[config.mk]
export PLATFORM = sky130hd
export DESIGN_NAME = burst_addr_seq
export DESIGN_NICKNAME = d
export VERILOG_FILES = /design/src/rtl/burst_seq_pkg.sv /design/src/rtl/burst_addr_capture.sv /design/src/rtl/burst_beat_cnt.sv /design/src/rtl/burst_order_map.sv /design/src/rtl/burst_addr_seq.sv
export SDC_FILE = /design/constraint.sdc
export NUM_CORES = 1
export LEC_CHECK = 0
export BUFFER_PORTS_ARGS = -buffer_cell sky130_fd_sc_hd__buf_2
export CAP_MARGIN = 20
export CORE_MARGIN = 8
export CORE_UTILIZATION = 35
export DETAILED_ROUTE_END_ITERATION = 10
export HOLD_SLACK_MARGIN = 0.15
export PLACE_DENSITY = 0.73
export SETUP_SLACK_MARGIN = 0.1
export SLEW_MARGIN = 20
export SYNTH_ARGS = -nofsm -noshare
export SYNTH_HDL_FRONTEND = slang
export SYNTH_SLANG_ARGS = --single-unit
[constraint.sdc]
create_clock -name clk_i -period 1 [get_ports clk_i]
set_input_delay 0.1 -clock clk_i [delete_from_list [all_inputs] [get_ports clk_i]]
set_output_delay 0.1 -clock clk_i [all_outputs]
set_load 0.005 [all_outputs]
[src/rtl/burst_seq_pkg.sv]
package burst_seq_pkg;
  typedef enum logic {
    ORDER_LINEAR     = 1'b0,
    ORDER_INTERLEAVE = 1'b1
  } order_e;
endpackage

[src/rtl/burst_addr_capture.sv]
module burst_addr_capture #(
  parameter int ADDR_W = 18,
  parameter int OFF_W  = 2,
  localparam int UP_W  = ADDR_W - OFF_W
) (
  input  logic              clk_i,
  input  logic              rst_ni,
  input  logic              load_i,
  input  logic [ADDR_W-1:0] addr_i,
  output logic [UP_W-1:0]   upper_o,
  output logic [OFF_W-1:0]  start_o
);
  always_ff @(posedge clk_i or negedge rst_ni) begin
    if (!rst_ni) begin
      upper_o <= '0;
      start_o <= '0;
    end else if (load_i) begin
      upper_o <= addr_i[ADDR_W-1:OFF_W];
      start_o <= addr_i[OFF_W-1:0];
    end
  end

  assert_upper_hold_R9: assert property (@(posedge clk_i) disable iff (!rst_ni)
    !load_i |=> $stable(upper_o));
endmodule

[src/rtl/burst_beat_cnt.sv]
module burst_beat_cnt #(
  parameter int OFF_W = 2
) (
  input  logic             clk_i,
  input  logic             rst_ni,
  input  logic             clear_i,
  input  logic             step_i,
  output logic [OFF_W-1:0] beat_o
);
  always_ff @(posedge clk_i or negedge rst_ni) begin
    if (!rst_ni)      beat_o <= '0;
    else if (clear_i) beat_o <= '0;   // load beats advance
    else if (step_i)  beat_o <= beat_o + 1'b1;  // natural wrap
  end

  assert_beat_step_R3: assert property (@(posedge clk_i) disable iff (!rst_ni)
    (!clear_i && step_i) |=> beat_o == OFF_W'($past(beat_o) + 1'b1));
  assert_load_restart_R8: assert property (@(posedge clk_i) disable iff (!rst_ni)
    clear_i |=> beat_o == '0);
endmodule

[src/rtl/burst_order_map.sv]
module burst_order_map
  import burst_seq_pkg::*;
#(
  parameter int OFF_W = 2
) (
  input  order_e           order_i,
  input  logic [OFF_W-1:0] start_i,
  input  logic [OFF_W-1:0] beat_i,
  output logic [OFF_W-1:0] off_o
);
  always_comb begin
    unique case (order_i)
      ORDER_INTERLEAVE: off_o = start_i ^ beat_i;
      default:          off_o = start_i + beat_i;
    endcase
  end

  always_comb begin
    if (beat_i == '0) assert_first_beat_R2: assert (off_o == start_i);
  end
endmodule

[src/rtl/burst_addr_seq.sv]
module burst_addr_seq
  import burst_seq_pkg::*;
#(
  parameter int ADDR_W = 18,
  parameter int OFF_W  = 2
) (
  input  logic              clk_i,
  input  logic              rst_ni,
  input  logic              load_i,
  input  logic              step_n_i,
  input  logic              mode_i,
  input  logic [ADDR_W-1:0] addr_i,
  output logic [ADDR_W-1:0] addr_o
);
  localparam int UP_W = ADDR_W - OFF_W;

  logic [UP_W-1:0]  upper_q;
  logic [OFF_W-1:0] start_q;
  logic [OFF_W-1:0] beat_q;
  logic [OFF_W-1:0] off;
  order_e           order;

  assign order = order_e'(mode_i);

  burst_addr_capture #(.ADDR_W(ADDR_W), .OFF_W(OFF_W)) i_capture (
    .clk_i   (clk_i),
    .rst_ni  (rst_ni),
    .load_i  (load_i),
    .addr_i  (addr_i),
    .upper_o (upper_q),
    .start_o (start_q)
  );

  burst_beat_cnt #(.OFF_W(OFF_W)) i_beat (
    .clk_i   (clk_i),
    .rst_ni  (rst_ni),
    .clear_i (load_i),
    .step_i  (!step_n_i),
    .beat_o  (beat_q)
  );

  burst_order_map #(.OFF_W(OFF_W)) i_map (
    .order_i (order),
    .start_i (start_q),
    .beat_i  (beat_q),
    .off_o   (off)
  );

  assign addr_o = {upper_q, off};

  assert_load_addr_R2: assert property (@(posedge clk_i) disable iff (!rst_ni)
    load_i |=> addr_o == $past(addr_i));
  assert_hold_R4: assert property (@(posedge clk_i) disable iff (!rst_ni)
    (!load_i && step_n_i) |=> ($stable(addr_o) || !$stable(mode_i)));
  assert_linear_step_R6: assert property (@(posedge clk_i) disable iff (!rst_ni)
    (!load_i && !step_n_i && !mode_i) |=>
      (mode_i || addr_o[OFF_W-1:0] == OFF_W'($past(addr_o[OFF_W-1:0]) + 1'b1)));
  assert_reset_zero_R1: assert property (@(posedge clk_i)
    !rst_ni |-> addr_o == '0);
endmodule

After elaboration in Yosys (flattened, before gate mapping)
Cells that the tools add are included.

word-level totals
  bits in registers = 20
  output and inout bits = 18

cells by class
  add/sub/neg operators = 2
  equal/unequal tests = 1
  multiplexer cells = 3
  bitwise logic cells = 1

operator list
  cell                                           count
  two-way mux 2 bit                              3
  adder 2 x 1 -> 2 bit (second input constant)   1
  adder 2 bit                                    1
  inequality test 2 bit (second input constant)  1
  bitwise XOR 2 bit                              1

Longest topological paths before layout
  depth after elaboration = 3
  gate-level depth with buffers = 3

By module
A second synthesis with hierarchy kept.

second synthesis, totals
  cell total of the unflattened synthesis = 50
  area total of the unflattened synthesis = 850.8 µm²

by module, submodules not included
  module              times used  cells an instance  area an instance (µm²)
  burst_addr_capture  1           38                 721.9
  burst_beat_cnt      1           7                  88.8
  burst_order_map     1           4                  36.3
  burst_addr_seq      1           1                  3.8

Worst setup path before layout
No wires, ideal clock.

  kind = register to output
  start = register i_beat.beat_o[0]
  end = output addr_o[1]
  arrival time = 829 ps
  slack = 71 ps
  cell stages (with the launch flop) = 4
  path buffers = 0
  cell sequence = dfrtp_1 > ha_1 > nor2b_1 > xnor2_1

between the ends
  word-level cells in the longest chain between the ends = 2

RTL lines
  what                      RTL line               source
  start: declaration        burst_beat_cnt.sv:8    output logic [OFF_W-1:0] beat_o
  start signal: assignment  burst_beat_cnt.sv:13   else if (step_i) beat_o <= beat_o + 1'b1;
  adder 2 bit               burst_order_map.sv:14  default: off_o = start_i + beat_i;
  two-way mux 2 bit         burst_order_map.sv:12  unique case (order_i)
  end: declaration          burst_addr_seq.sv:13   output logic [ADDR_W-1:0] addr_o

Every way passes these cells.

Worst setup path after layout
Same ends and word-level chain as after synthesis.

==> results.md <==
- Fin cells: 153
- #FFs+latches synth: 20
- Crit-path max FO: 3
- Combinational fraction of design power: 0.284
- Grt ovf: 0
- CP endpoint kind: primary output
- GRT Resource Usage Total: 0.108
- Synth Cell Area: 861 um2
- Final worst slack: -0.358 ns
- Commonest cells after routing, fill and taps aside: 39 x buf_2, 20 x dlygate4sd3_1, 20 x dfrtp_1, 18 x mux2_4, 7 x buf_6
- Fraction of layout cells with a size suffix above 1: 0.626
- Io pins: 41
- Worst flop-to-flop path startpoint: i_beat.beat_o[0]
- Initial antenna violation count: 0
- Critical path class: flip-flop to primary output
- Power share of the sequential group: 0.517
- Clock power share: 0.199
- Max Slew Vio Count: 0
- Cell internal pwr: 1.39 mW
- CP max-delay cell: dfrtp_1
- Largest net degree at the start of global routing: 21
- Net Sw Frac: 0.239
- Pwr/cell area: 1240 nW/um2
- CP Cell Sequence: ha_4 -> nor2b_4 -> xnor2_2 -> buf_2
- Synth area leaders: dfrtp_1 58%, mux2_4 31%, xnor2_1 3.1%
- CP Launch Point: i_beat.beat_o[0]
- Site Rows: 18
- Die W: 65.6 um
- Status: finished with violations
- Fmax achieved: 736 MHz
- Core footprint: 2410 um2
- WHS: 0.201 ns
- P_leak: 0.748 nW
- TritonCTS Sinks: 20
- Synth area leader: dfrtp_1
- Unrepaired setup endpoints after global routing: yes
- Vias in the first global route: 799
- Clk buf depth: 2
- Total CTS buffers: 3
- Buffers on Ports: 40
- Die H: 65.6 um
- Reg clk slew, reported paths: 0.10 ns
- Via count: 655
- Antenna Cells: 0
- Final #Nets: 149
- Commonest non-fill, non-tap cell in the layout: buf_2
- Worst Path Required: 0.90 ns
- Root buf cell: clkbuf_4
- Delay-heaviest family, CP: flip-flops
- CTS tree: done
- Startpoint types: flip-flop
- Post-Synthesis Net Count: 73
- Cells after DPL: 119
- YS warnings: 0
- CP max stage delay: 0.44 ns
- Post-synthesis sequential area ratio: 0.581
- First-pass GRT wire length: 3680 um
- Synth-to-Final Area Change: 70.2%
- Post-route ant nets: 0
- Die area: 4300 um2
- Final setup viols: 2
- Hold Crit Class: input pin to flip-flop
- Skew final: 0.000319 ns
- Worst Max-Slew Pin Slew: 0.459 ns
- Final min period: 1.36 ns
- Rel. slew slack: 0.694
- Initial drt markers: 8
- GP Congestion: 0.650
- Avg Cell Area, Syn: 17.6 um2
- CTS H-tree lvls: 1
- WL final: 2210 um
- Maximum VDD drop: 836 uV
- Synth Instances: 49
- Part of the cycle the worst path needs: 1.36
- Crit path arrival time: 1.26 ns
- Hold path start: load_i
- Sw power: 0.434 mW
- First-pass DRT Iterations: 2
- Vias/cell: 4.28
- Failing checks: setup timing
- MaxCap Viol Count: 0
- DP HPWL: 1400 um
- Post-synth cell types: 9
- Top cell type's share of synthesized area: 0.581
- Worst path bufs/invs: 1
- Clk Latency, worst-skew pair: 0.28 ns
- Residual DRC: 0
- Final Hold Vio Count: 0
- Avg WL per Cell: 14.5 um
- DP Worst Slack: -0.0389 ns
- Initial core utilization: 0.357
Yosys cell counts:
| master | number |
|---|---|
| dfrtp_1 | 20 |
| mux2_4 | 18 |
| xnor2_1 | 3 |
| buf_6 | 2 |
| nor2b_1 | 2 |
| and2b_1 | 1 |
| ha_1 | 1 |
| nor2_1 | 1 |
| nor3_1 | 1 |
layer usage:
| metal | routed length, um | global-route usage | up-vias |
|---|---|---|---|
| li1 | - | - | 315 |
| met1 | 884 | 0.118 | 316 |
| met2 | 1110 | 0.187 | 24 |
| met3 | 214 | 0.0544 | 0 |
| met4 | 0 | 0.0163 | 0 |
| met5 | 0 | 0 | - |
logic make-up after synthesis:
| logic type | synth area share |
|---|---|
| DFF | 0.581 |
| and+or+nand+nor | 0.0334 |
| adders and majority gates | 0.0145 |
| muxes | 0.314 |
| xor gates and xnor gates | 0.0305 |
| buffers and inverters | 0.0262 |
final cells by class:
| class | instances | area (um2) |
|---|---|---|
| clock buffer | 3 | 22.5 |
| tap | 30 | 37.5 |
| timing repair buffer | 73 | 539 |
| multi-input combinational | 27 | 365 |
| sequential | 20 | 500 |
| fill | 187 | 945 |
path summary, 6_finish.rpt:
kind / slack (ns) / depth (start not counted) / endpoint
min reg2reg: 0.51 / 1 / i_capture.upper_o[12]
min: 0.20 / 3 / i_beat.beat_o[1]
min in group asynchronous: 0.29 / 2 / i_capture.upper_o[13]
max in group asynchronous: 0.40 / 2 / i_capture.upper_o[4]
max: -0.36 / 4 / addr_o[1]
max reg2reg: 0.06 / 3 / i_beat.beat_o[1]
power by group through the flow:
stage               Combinational, mW  Clock (mW)  Sequential, mW
finish                          0.518       0.362           0.941
global route                    0.562       0.416           0.950
CTS                             0.464       0.379           0.931
detailed placement              0.367           0           0.947
global placement                0.357           0           0.942
floorplan                       0.188           0           0.950
state kept, by name, summed over array words and instances, names as in the netlist:
signal / flops
i_capture.upper_o: 16
i_capture.start_o: 2
i_beat.beat_o: 2
timing repair:
item | 4_1_cts | 5_1_grt
setup endpoints to repair | 19 | 25
pin swaps | 2 | 1
endpoints found under the hold margin | 39 | 0
resized for setup | 0 | 8
buffers inserted | 6 | 5
hold buffers | 20 | 0
metrics by stage:
| stage | utilization | setup TNS [ns] | area (um2) | total power, mW |
|---|---|---|---|---|
| after floorplan | - | 0 | 878 | 1.14 |
| after global placement | 0.465 | -0.00618 | 1120 | 1.30 |
| after detailed placement | 0.465 | -0.0389 | 1120 | 1.31 |
| after CTS | 0.576 | -0.620 | 1390 | 1.77 |
| after global routing | 0.608 | -0.637 | 1470 | 1.93 |
| final | 0.608 | -0.547 | 1470 | 1.82 |
worst register-to-register path, delay by kind of cell, from the launching register on:
family | cells | cell delay [ns]
simple gates | 2 | 0.26
flops | 1 | 0.44
xor+xnor | 1 | 0.14
(Power assumes the default switching activity.)
